--- config.mk ---
export PLATFORM = sky130hd
export DESIGN_NAME = cart_bank_ctrl
export DESIGN_NICKNAME = d
export VERILOG_FILES = /design/src/rtl/cbc_pkg.sv /design/src/rtl/cbc_regs.sv /design/src/rtl/cbc_xlate.sv /design/src/rtl/cart_bank_ctrl.sv
export SDC_FILE = /design/constraint.sdc
export NUM_CORES = 1
export LEC_CHECK = 0
export BUFFER_PORTS_ARGS = -buffer_cell sky130_fd_sc_hd__buf_2
export CAP_MARGIN = 5
export CORE_UTILIZATION = 31
export DETAILED_ROUTE_END_ITERATION = 16
export PLACE_DENSITY = 0.5
export RECOVER_POWER = 100
export SLEW_MARGIN = 0
export SYNTH_ARGS = -nofsm -noshare
export SYNTH_HDL_FRONTEND = slang
export SYNTH_HIERARCHICAL = 1
export SYNTH_SLANG_ARGS = --single-unit
export TNS_END_PERCENT = 1
--- constraint.sdc ---
create_clock -name clk -period 1.45 [get_ports clk]
set_input_delay 0.145 -clock clk [delete_from_list [all_inputs] [get_ports clk]]
set_output_delay 0.145 -clock clk [all_outputs]
set_load 0.05 [all_outputs]
--- src/rtl/cbc_pkg.sv ---
package cbc_pkg;

  typedef enum logic [1:0] {
    WIN_FIXED,
    WIN_BANKED,
    WIN_RAM,
    WIN_NONE
  } win_e;

  typedef enum logic [2:0] {
    CTL_RAM_GATE,
    CTL_ROM_LO,
    CTL_ROM_HI,
    CTL_RAM_BANK,
    CTL_NONE
  } ctl_e;

  function automatic win_e win_of(input logic [15:0] a);
    if (a[15:14] == 2'b00)      return WIN_FIXED;
    else if (a[15:14] == 2'b01) return WIN_BANKED;
    else if (a[15:13] == 3'b101) return WIN_RAM;
    else                        return WIN_NONE;
  endfunction

  function automatic ctl_e ctl_of(input logic [15:0] a);
    case (a[15:12])
      4'h0, 4'h1: return CTL_RAM_GATE;
      4'h2:       return CTL_ROM_LO;
      4'h3:       return CTL_ROM_HI;
      4'h4, 4'h5: return CTL_RAM_BANK;
      default:    return CTL_NONE;
    endcase
  endfunction

endpackage

--- src/rtl/cbc_regs.sv ---
module cbc_regs
  import cbc_pkg::*;
#(
  parameter int ROM_BANK_W = 9,
  parameter int RAM_BANK_W = 4
) (
  input  logic                  clk,
  input  logic                  rst,
  input  logic                  wr_en,
  input  logic [15:0]           addr,
  input  logic [7:0]            wdata,
  output logic [ROM_BANK_W-1:0] rom_bank,
  output logic [RAM_BANK_W-1:0] ram_bank,
  output logic                  ram_on
);
  localparam int HI_W = ROM_BANK_W - 8;
  localparam logic [ROM_BANK_W-1:0] ROM_BANK_RST = ROM_BANK_W'(1);

  ctl_e sel;
  assign sel = ctl_of(addr);

  always_ff @(posedge clk) begin
    if (rst) begin
      rom_bank <= ROM_BANK_RST;
      ram_bank <= '0;
      ram_on   <= 1'b0;
    end else if (wr_en) begin
      case (sel)
        CTL_RAM_GATE: ram_on <= (wdata[3:0] == 4'hA);
        CTL_ROM_LO:   rom_bank[7:0] <= wdata;
        CTL_ROM_HI:   rom_bank[ROM_BANK_W-1:8] <= wdata[HI_W-1:0];
        CTL_RAM_BANK: ram_bank <= wdata[RAM_BANK_W-1:0];
        default: ;
      endcase
    end
  end

endmodule

--- src/rtl/cbc_xlate.sv ---
module cbc_xlate
  import cbc_pkg::*;
#(
  parameter int ROM_BANK_W = 9,
  parameter int RAM_BANK_W = 4,
  parameter int ROM_WIN_W  = 14,
  parameter int RAM_WIN_W  = 13,
  parameter int ROM_SIZE   = 1 << 21,
  parameter int RAM_SIZE   = 1 << 15,
  localparam int ROM_AW    = ROM_BANK_W + ROM_WIN_W,
  localparam int RAM_AW    = RAM_BANK_W + RAM_WIN_W
) (
  input  logic                  clk,
  input  logic                  rst,
  input  logic [15:0]           addr,
  input  logic [7:0]            wdata,
  input  logic                  rd,
  input  logic                  wr,
  input  logic [ROM_BANK_W-1:0] rom_bank,
  input  logic [RAM_BANK_W-1:0] ram_bank,
  input  logic                  ram_on,
  output logic [ROM_AW-1:0]     rom_addr,
  output logic                  rom_rd,
  output logic [RAM_AW-1:0]     ram_addr,
  output logic                  ram_rd,
  output logic                  ram_wr,
  output logic [7:0]            ram_wdata,
  output logic                  rd_blank
);
  localparam logic [ROM_AW:0] ROM_LIM = (ROM_AW + 1)'(ROM_SIZE);
  localparam logic [RAM_AW:0] RAM_LIM = (RAM_AW + 1)'(RAM_SIZE);

  win_e                  win;
  logic [ROM_BANK_W-1:0] rom_bank_eff;
  logic [ROM_AW-1:0]     rom_phys;
  logic [RAM_AW-1:0]     ram_phys;
  logic                  rom_ok;
  logic                  ram_ok;

  always_comb begin
    win          = win_of(addr);
    rom_bank_eff = (win == WIN_FIXED) ? '0 : rom_bank;
    rom_phys     = {rom_bank_eff, addr[ROM_WIN_W-1:0]};
    ram_phys     = {ram_bank, addr[RAM_WIN_W-1:0]};
    rom_ok       = ({1'b0, rom_phys} < ROM_LIM);
    ram_ok       = ram_on && ({1'b0, ram_phys} < RAM_LIM);
  end

  always_ff @(posedge clk) begin
    if (rst) begin
      rom_addr  <= '0;
      rom_rd    <= 1'b0;
      ram_addr  <= '0;
      ram_rd    <= 1'b0;
      ram_wr    <= 1'b0;
      ram_wdata <= '0;
      rd_blank  <= 1'b0;
    end else begin
      rom_rd   <= 1'b0;
      ram_rd   <= 1'b0;
      ram_wr   <= 1'b0;
      rd_blank <= 1'b0;
      if (wr) begin
        if (win == WIN_RAM) begin
          ram_addr  <= ram_phys;
          ram_wdata <= wdata;
          ram_wr    <= ram_ok;
        end
      end else if (rd) begin
        case (win)
          WIN_FIXED, WIN_BANKED: begin
            rom_addr <= rom_phys;
            rom_rd   <= rom_ok;
            rd_blank <= !rom_ok;
          end
          WIN_RAM: begin
            ram_addr <= ram_phys;
            ram_rd   <= ram_ok;
            rd_blank <= !ram_ok;
          end
          default: ;
        endcase
      end
    end
  end

endmodule

--- src/rtl/cart_bank_ctrl.sv ---
module cart_bank_ctrl #(
  parameter int ROM_BANK_W = 9,
  parameter int RAM_BANK_W = 4,
  parameter int ROM_WIN_W  = 14,
  parameter int RAM_WIN_W  = 13,
  parameter int ROM_SIZE   = 1 << 21,
  parameter int RAM_SIZE   = 1 << 15,
  localparam int ROM_AW    = ROM_BANK_W + ROM_WIN_W,
  localparam int RAM_AW    = RAM_BANK_W + RAM_WIN_W
) (
  input  logic              clk,
  input  logic              rst,
  input  logic [15:0]       cpu_addr,
  input  logic [7:0]        cpu_wdata,
  input  logic              cpu_rd,
  input  logic              cpu_wr,
  output logic [ROM_AW-1:0] rom_addr,
  output logic              rom_rd,
  output logic [RAM_AW-1:0] ram_addr,
  output logic              ram_rd,
  output logic              ram_wr,
  output logic [7:0]        ram_wdata,
  output logic              rd_blank
);
  logic [ROM_BANK_W-1:0] rom_bank;
  logic [RAM_BANK_W-1:0] ram_bank;
  logic                  ram_on;

  cbc_regs #(
    .ROM_BANK_W(ROM_BANK_W),
    .RAM_BANK_W(RAM_BANK_W)
  ) u_regs (
    .clk     (clk),
    .rst     (rst),
    .wr_en   (cpu_wr),
    .addr    (cpu_addr),
    .wdata   (cpu_wdata),
    .rom_bank(rom_bank),
    .ram_bank(ram_bank),
    .ram_on  (ram_on)
  );

  cbc_xlate #(
    .ROM_BANK_W(ROM_BANK_W),
    .RAM_BANK_W(RAM_BANK_W),
    .ROM_WIN_W (ROM_WIN_W),
    .RAM_WIN_W (RAM_WIN_W),
    .ROM_SIZE  (ROM_SIZE),
    .RAM_SIZE  (RAM_SIZE)
  ) u_xlate (
    .clk      (clk),
    .rst      (rst),
    .addr     (cpu_addr),
    .wdata    (cpu_wdata),
    .rd       (cpu_rd),
    .wr       (cpu_wr),
    .rom_bank (rom_bank),
    .ram_bank (ram_bank),
    .ram_on   (ram_on),
    .rom_addr (rom_addr),
    .rom_rd   (rom_rd),
    .ram_addr (ram_addr),
    .ram_rd   (ram_rd),
    .ram_wr   (ram_wr),
    .ram_wdata(ram_wdata),
    .rd_blank (rd_blank)
  );

endmodule

# [Word-level counts from Yosys, hierarchy flattened]
# Index checks and enable logic that the tools add are counted.
[totals] input_bits=28 ram_bits=0 regBits=66 out_inout_bits=52 word_cells=59 n_memories=0 mem_bits_ro=0 latch_bits=0
[classes] n_shift=0 n_reduce_logical=20 n_eq_ne=13 n_mul=0 n_mux=10 n_bitwise=3 magnitude_cmp=2 n_addsub=0 n_div=0
[op_table] operator="$mux W17" count=3
[op_table] operator="$lt A23 B22 Y1 const B" count=1
[op_table] operator="$lt A17 B16 Y1 const B" count=1
[op_table] operator="$pmux W3 S4" count=1
[op_table] operator="$reduce_and A2 Y1" count=5
[op_table] operator="$mux W9" count=1
[op_table] operator="$eq A4 B2 Y1 const B" count=2
[op_table] operator="$eq A4 B3 Y1 const B" count=2
[op_table] operator="$reduce_or A2 Y1" count=4
[op_table] operator="$eq A3 B2 Y1 const B" count=2
[op_table] operator="$eq A2 B1 Y1 const B" count=2
[op_table] operator="$eq A4 B1 Y1 const B" count=1
[op_table] operator="$eq A4 B4 Y1 const B" count=1
[op_table] operator="$logic_not A2 Y1" count=2
[op_table] operator="$logic_not A4 Y1" count=1
[op_table] operator="$mux W2" count=2
[op_table] operator="$reduce_or A4 Y1" count=1
[op_table] operator="$eq A3 B1 Y1 const B" count=1
[op_table] operator="$eq A3 B3 Y1 const B" count=1
[op_table] operator="$logic_not A3 Y1" count=1
[op_table] operator="$not A1 Y1" count=3
[op_table] operator="$reduce_and A3 Y1" count=1
[op_table] operator="$reduce_or A3 Y1" count=1
[op_table] operator="$eq A2 B2 Y1 const B" count=1
[op_table] operator="5 further kinds" count=7

# [Depth between registers and ports, before layout]
# Gate-level depths: netlist (run 1).
[logic_depth] depth_word=9 ltp_mapped=6 mapped_depth_nobuf=3

# [Hierarchy]
# The synthesis (run 1) kept the hierarchy.
[modules_own_cells] module="cbc_xlate" cells_per_inst=229 area_per_inst_um2=2078.2 seq_area_each_um2=1041.0 n_inst=1
[modules_own_cells] module="cbc_regs" cells_per_inst=61 area_per_inst_um2=595.6 seq_area_each_um2=280.3 n_inst=1

# [Least setup slack after synthesis (run 1)]
# No wires, ideal clock.
[synth_timing] path_type="input-to-reg" start="in cpu_addr[15]" end="reg u_xlate.rom_addr[0]" setup_time_ps=132 cell_stages=6 slack_ps=289 arrival_ps=1029 path_cell_list="buf_6 -> or3b_1 -> buf_6 -> clkbuf_8 -> nand2_1 -> a21oi_1"
[synth_between] elab_chain_cells=7 word_cells_on_any_way=10 cone_classes="eq/ne (3); mux (3); reduce/logical (4)"
[synth_lines] item="from (decl)" line="cart_bank_ctrl.sv:13" text="input logic [15:0] cpu_addr,"
[synth_lines] item="$eq A3 B3 Y1" line="cbc_pkg.sv:21" text="else if (a[15:13] == 3'b101) return WIN_RAM;"
[synth_lines] item="$mux W1" line="cbc_pkg.sv:21"
[synth_lines] item="$mux W2" line="cbc_pkg.sv:20" text="else if (a[15:14] == 2'b01) return WIN_BANKED;"
[synth_lines] item="$mux W2 *" line="cbc_pkg.sv:19" text="if (a[15:14] == 2'b00) return WIN_FIXED;"
[synth_lines] item="$eq A2 B1 Y1 / $logic_not A2 Y1 (equally long branches)" line="cbc_xlate.sv:70" text="case (win)"
[synth_lines] item="$reduce_or A2 Y1 *" line="cbc_xlate.sv:70"
[synth_lines] item="$reduce_and A3 Y1 (no line) *"
[synth_lines] item="to (signal assigned)" line="cbc_xlate.sv:72" text="rom_addr <= rom_phys;"
[synth_lines] item="to (decl)" line="cbc_xlate.sv:22" text="output logic [ROM_AW-1:0] rom_addr,"
# Mark *: on every way between the ends. The rest lies on a longest branch, timed or not.
# A chain may end at the register's enable or synchronous reset.

# [Worst setup path in the final report (run 1)]
[layout_timing] start="reg u_xlate.ram_wr" end="out ram_wr"
[layout_rtl] item="from (decl)" line="cbc_xlate.sv:26" text="output logic ram_wr,"
[layout_rtl] item="from (signal assigned)" line="cbc_xlate.sv:67" text="ram_wr <= ram_ok;"
[layout_rtl] item="to (decl)" line="cart_bank_ctrl.sv:21" text="output logic ram_wr,"
# No word-level cell between the ends.

==> results of run 1 <==
per-layer routing:
layer | global-route usage, % | part of all wire [%] | up-vias | wire length [um]
met5 | 0 | 0 | - | 0
met4 | 5.303 | 1.3 | 0 | 78
met3 | 5.233 | 5.8 | 9 | 347
met2 | 22.42 | 45 | 59 | 2735
met1 | 18.60 | 48 | 989 | 2866
li1 | - | - | 1121 | -
cell usage after synthesis:
| master | n | share of area (%) |
|---|---|---|
| nand2b_1 | 35 | 8.2 |
| nor2b_4 | 1 | 0.51 |
| buf_2 | 6 | 1.1 |
| or3b_1 | 1 | 0.33 |
| nor3_1 | 1 | 0.19 |
| nor3b_4 | 1 | 0.70 |
| nor2_1 | 10 | 1.4 |
| and4b_1 | 1 | 0.37 |
| clkbuf_8 | 1 | 0.51 |
| nand4b_1 | 1 | 0.33 |
| nand3_1 | 7 | 1.3 |
| nor2_4 | 1 | 0.42 |
| dfxtp_1 | 66 | 49 |
| clkbuf_1 | 7 | 0.98 |
| nor4bb_1 | 2 | 0.75 |
| a41o_1 | 1 | 0.37 |
| a21oi_1 | 32 | 6.0 |
| o21ai_2 | 1 | 0.33 |
| and4bb_1 | 1 | 0.47 |
| nor4b_1 | 1 | 0.33 |
| buf_1 | 1 | 0.14 |
| nand2_1 | 68 | 9.5 |
| or4b_4 | 1 | 0.51 |
| o22a_1 | 1 | 0.33 |
| and2_1 | 1 | 0.23 |
| inv_2 | 1 | 0.14 |
| o211ai_1 | 2 | 0.56 |
| nand3b_1 | 2 | 0.56 |
| mux2i_1 | 30 | 11 |
| buf_6 | 5 | 2.1 |
| nor3_4 | 1 | 0.61 |
worst register-to-register path, stage by stage (launching register included):
cell and delay (ns):
dfxtp_1 0.32, o22a_1 0.23, nand3b_1 0.10, o21ai_0 0.08
report_power, final:
group,total [W],internal [W],switching [W]
clock network,0.00140,0.000757,0.000638
registers,0.00187,0.00185,0.0000183
logic,0.000383,0.000123,0.000260
total,0.00365,0.00273,0.000917
logic make-up (layout without fill, tap and decap cells):
logic type      after synthesis  after routing  share of synthesized area, %
compound gates               37             37                         7.581
simple gates                136            136                         26.77
buf+inv                      21            102                         5.007
mux                          30             30                         11.23
flops                        66             66                         49.42
flip-flops by register name (all words and copies together) (netlist names):
name	cells
u_xlate/rom_addr	23
u_xlate/ram_addr	17
u_regs/rom_bank	9
u_xlate/ram_wdata	8
u_regs/ram_bank	4
u_regs/ram_on	1
u_xlate/ram_rd	1
u_xlate/ram_wr	1
u_xlate/rd_blank	1
u_xlate/rom_rd	1
final timing paths:
path / endpoint / cells past startpoint
max: ram_wr / 1
min: u_xlate/ram_wdata[5]$_SDFFE_PP0P_ / 3
max reg2reg: u_xlate/rd_blank$_SDFF_PP0_ / 3
min reg2reg: u_xlate/rom_addr[19]$_SDFFE_PP0P_ / 2
layout make-up:
cell class / instances / area (um2)
Inverter: 1 / 3.754
Fill cell: 851 / 4992
Multi-Input combinational cell: 203 / 1211
Tap cell: 105 / 131.4
Clock inverter: 2 / 10.01
Clock buffer: 14 / 172.7
Sequential cell: 66 / 1321
Timing Repair Buffer: 85 / 456.7
metrics by stage:
stage	hold slack, ns	total power, W	worst slack, ns	util [%]	cell area, um2
3_3_place_gp	0.4028	0.002300	0.1933	37.99	3153
5_1_grt	0.04721	0.003828	0.1551	39.85	3307
4_1_cts	0.03417	0.003728	0.3061	40.19	3336
3_5_place_dp	0.4108	0.002303	0.1619	37.99	3153
6_report	0.05689	0.003646	0.2022	39.85	3307
2_1_floorplan	0.2810	0.002175	0.2886	-	2674
==> run metrics, run 1 <==
initial core utilization 32.22%; Final Hold Fails 0; worst path required time 1.31 ns; Layout Area Growth over Synthesis 23.68%; gpl congestion 0.7185; drt initial violations 75; commonest non-fill, non-tap cell in the layout nand2_1; CP max stage delay 0.46 ns; Critical Path AT 1.10 ns; drt wl/cell 12.66 um; R2R Setup Slk 0.60 ns; clock skew 0.005615 ns; nature of the critical path startpoint register; total grt overflow 0; clock tree root buffer cell clkbuf_8; DRC Markers 0; Sink Count 66; commonest non-fill, non-tap cells in the layout nand2_1, dfxtp_1, buf_2; CP bufs+invs 1; via count 2178; vias in the first global route 2037; Post-CTS Resized 0; first-pass GRT wire length 9825 um; CTS Hold Bufs 0; syn nets 318; Post-Route WL 6026 um; setup bufs post-CTS 0; post-synthesis sequential area ratio 49.42%; min-delay src cpu_wdata[5]; CP max-delay cell clkbuf_1; crit path max fanout 1; Hold Crit Class in2reg; htree depth 3; Ports 80; max-slew violation count 0; Antenna Cells 0; Finished Layout Cells 476; drt first pass iters 4; largest net degree at the start of global routing 35; Port Buffers 79; syn avg cell area 9.220 um2; remaining antenna violation count after routing 0; placed instance count 460; Tmin final 1.248 ns; distinct cell type count after synthesis 31; GRT Overall Usage 14.55%; Placeable Area 0.008299 mm2; die width 94.87 um; Max Root-Sink Buffers 2; vias per inst 4.576; CP cell instances clkbuf_1; Final nets 394; row cnt 33; status finished, final reports clean; mapped cell area 0.002674 mm2; Slew @ Worst Pin 0.5997 ns; post-detail-place hpwl 4362 um; Reg2Reg Launch Point u_regs/rom_bank[7]$_SDFFE_PP0P_; Synth Register Bits 66; Worst path top cell family by delay buffers and inverters; cts bufs inserted 9; CTS tree yes; Max Cap Viol 0; initial antenna violation count 0; Lkg Pwr 1.338 nW; RSZ-0062 raised after global routing false; Mapped Cells 290; Setup Viol. Count Final 0; cell area power density 1103 mW/mm2; Final period util 86.05%; VDD IR max 0.4587 mV; Max Freq 801.4 MHz; Rel. slew slack 60.19%; ratio of cells with drive above 1 in the final layout 27.22%; Die Span Y 94.87 um; Setup crit end kind output port; CP Class reg2out; Worst-Skew Late Latency 0.33 ns; die area 0.009000 mm2; setup_tns 0 ns; clock slew seen by the registers of the worst setup and hold paths 0.07 ns; crit path from u_xlate/ram_wr$_SDFF_PP0_; Yosys Warn Count 6
No activity file was read; power rests on OpenSTA's default activity.
==> inputs of run 2 (changes only) <==
Settings changed: GPL_TIMING_DRIVEN set to 1, PLACE_DENSITY 0.5 to 0.52.
Clock period 1.45 ns to 1 ns, I/O delays scaled along.
==> run metrics, run 2 (synthesis gave the netlist of run 1 again) <==
Max Freq 1042 MHz; placed instance count 473 (was 460); Setup Viol. Count Final 0 (unchanged); ratio of cells with drive above 1 in the final layout 31.51% (was 27.22%); pre-CTS setup slack -0.1531 ns (was 0.1619 ns); commonest non-fill, non-tap cell in the layout nand2_1 (unchanged); nature of the critical path startpoint register (unchanged); FILL cells 836 (was 851); Hold Crit Class in2reg (unchanged); clock tree root buffer cell clkbuf_8 (unchanged); setup bufs post-CTS 0 (unchanged); row cnt 33 (unchanged); CP bufs+invs 1 (unchanged); multi-input combinational cell area 0.001192 mm2 (was 0.001211 mm2); CTS tree yes (unchanged); DRC Markers 0 (unchanged); total area of sequential cells 0.001331 mm2 (was 0.001321 mm2); vias in the first global route 2205 (was 2037); commonest non-fill, non-tap cells in the layout nand2_1, dfxtp_1, buf_6 (was nand2_1, dfxtp_1, buf_2); die area 0.009000 mm2 (unchanged); Tmin final 0.9597 ns; Final Hold Fails 0 (unchanged); Lkg Pwr 1.450 nW (was 1.338 nW); worst reg2reg path depth 3 (unchanged); VDD IR max 0.7396 mV (was 0.4587 mV); gpl congestion 0.7096 (was 0.7185); post-detail-place hpwl 4711 um (was 4362 um); largest net degree at the start of global routing 44 (was 35); vias per inst 4.646 (was 4.576); Die Span Y 94.87 um (unchanged); drt initial violations 90 (was 75); htree depth 3 (unchanged); post-route setup slack 0.04033 ns (was 0.2022 ns); status finished, final reports clean (unchanged); Setup crit end kind output port (unchanged); crit path max fanout 2 (was 1); Reg2Reg Launch Point u_regs/rom_bank[7]$_SDFFE_PP0P_ (unchanged); Antenna Cells 0 (unchanged); Worst path top cell family by delay flip-flops (was buffers and inverters); CP max-delay cell dfxtp_1 (was clkbuf_1); RSZ-0062 raised after global routing true (was false); Max Cap Viol 0 (unchanged); initial core utilization 32.22% (unchanged); worst path required time 0.90 ns (was 1.31 ns); Max Root-Sink Buffers 2 (unchanged); R2R Setup Slk 0.19 ns (was 0.60 ns); clock skew 0.004728 ns (was 0.005615 ns); Port Buffers 79 (unchanged); initial antenna violation count 0 (unchanged); Critical Path AT 0.86 ns (was 1.10 ns); Crit path depth 1 (unchanged); max reg flops 23 (unchanged); clock slew seen by the registers of the worst setup and hold paths 0.07 ns (about the same); Ports 80 (unchanged); register bank with the most flops u_xlate/rom_addr (unchanged); Worst-Skew Late Latency 0.33 ns (about the same); Final period util 95.97%; drt first pass iters 4 (unchanged); Sink Count 66 (unchanged); CP max stage delay 0.36 ns (was 0.46 ns); die width 94.87 um (unchanged); Post-Route WL 6601 um (was 6026 um); CP cell instances buf_6 (was clkbuf_1); cell area power density 1439 mW/mm2 (was 1103 mW/mm2); Layout Area Growth over Synthesis 37.67% (was 23.68%); via count 2272 (was 2178); remaining antenna violation count after routing 0 (unchanged); Finished Layout Cells 489 (was 476); first-pass GRT wire length 10520 um (was 9825 um); crit path capture ram_wdata[4] (was ram_wr); drt wl/cell 13.50 um (was 12.66 um); Final nets 408 (was 394); cts bufs inserted 9 (unchanged); Rel. slew slack 75.91% (was 60.19%); reg2reg end u_xlate/rd_blank$_SDFF_PP0_ (unchanged); Placeable Area 0.008299 mm2 (unchanged); Top Registers u_xlate/rom_addr x23, u_xlate/ram_addr x17, u_regs/rom_bank x9 (unchanged); total grt overflow 0 (unchanged); Slew @ Worst Pin 0.3613 ns (was 0.5997 ns); max-slew violation count 0 (unchanged); GRT Overall Usage 15.37% (was 14.55%); crit path from u_xlate/ram_wdata[4]$_SDFFE_PP0P_ (was u_xlate/ram_wr$_SDFF_PP0_); CP Class reg2out (unchanged)
## run 2: how the worst min path moves through the flow
stage / from / endpoint / slack (ns) / cells past startpoint
after floorplan: cpu_addr[6] / u_xlate/rom_addr[6]$_SDFFE_PP0P_ / 0.24 / 2
after global placement: cpu_addr[8] / u_xlate/rom_addr[8]$_SDFFE_PP0P_ / 0.36 / 3
after detailed placement: cpu_addr[8] / u_xlate/rom_addr[8]$_SDFFE_PP0P_ / 0.36 / 3
after CTS: cpu_wdata[5] / u_xlate/ram_wdata[5]$_SDFFE_PP0P_ / 0.002 / 3
after global routing: cpu_addr[1] / u_xlate/rom_addr[1]$_SDFFE_PP0P_ / 0.009 / 3
final: cpu_wdata[7] / u_xlate/ram_wdata[7]$_SDFFE_PP0P_ / 0.02 / 3
## run 2: area by class of cell
cell class              instances  share of cell area, %
well taps                     105                  3.569
clock buffers                  12                  4.215
multi-input cells             203                  32.39
inverters                       1                 0.1020
repair buffers                 99                  23.15
clock inverters                 3                 0.4079
flip-flops and latches         66                  36.17
## run 2: stage by stage
stage	hold slack, ns	utilization [%]	instance area (um2)	total power [W]	TNS, ns
2_1_floorplan	0.2360	-	2678	0.003155	-1.749
3_3_place_gp	0.3564	39.17	3251	0.003367	-5.421
3_5_place_dp	0.3621	39.17	3251	0.003370	-6.468
4_1_cts	0.001536	42.95	3565	0.005380	0
5_1_grt	0.009228	44.35	3681	0.005552	-0.01580
6_report	0.01822	44.35	3681	0.005297	0
## run 2: per-layer routing
metal  up-vias  GRT usage (%)  share of wire, %  wire, um
li1       1139              -                 -         -
met1      1061          19.38                47      3122
met2        70          24.58                46      3013
met3         2          5.636               6.5       432
met4         0          4.167              0.48        32
met5         -              0                 0         0
## run 2: power by group
group	leakage [nW]	switching [W]	internal, W
Sequential	0.538	0.0000349	0.00268
Combinational	0.820	0.000388	0.000247
Clock	0.0920	0.000934	0.00101
Total	1.45	0.00136	0.00394
## run 2: repair_timing
| action | CTS | global route |
|---|---|---|
| resized for setup | 53 | 53 |
| hold buffers | 1 | 0 |
| hold endpoints to repair | 1 | 0 |
| endpoints found under the setup margin | 52 | 45 |
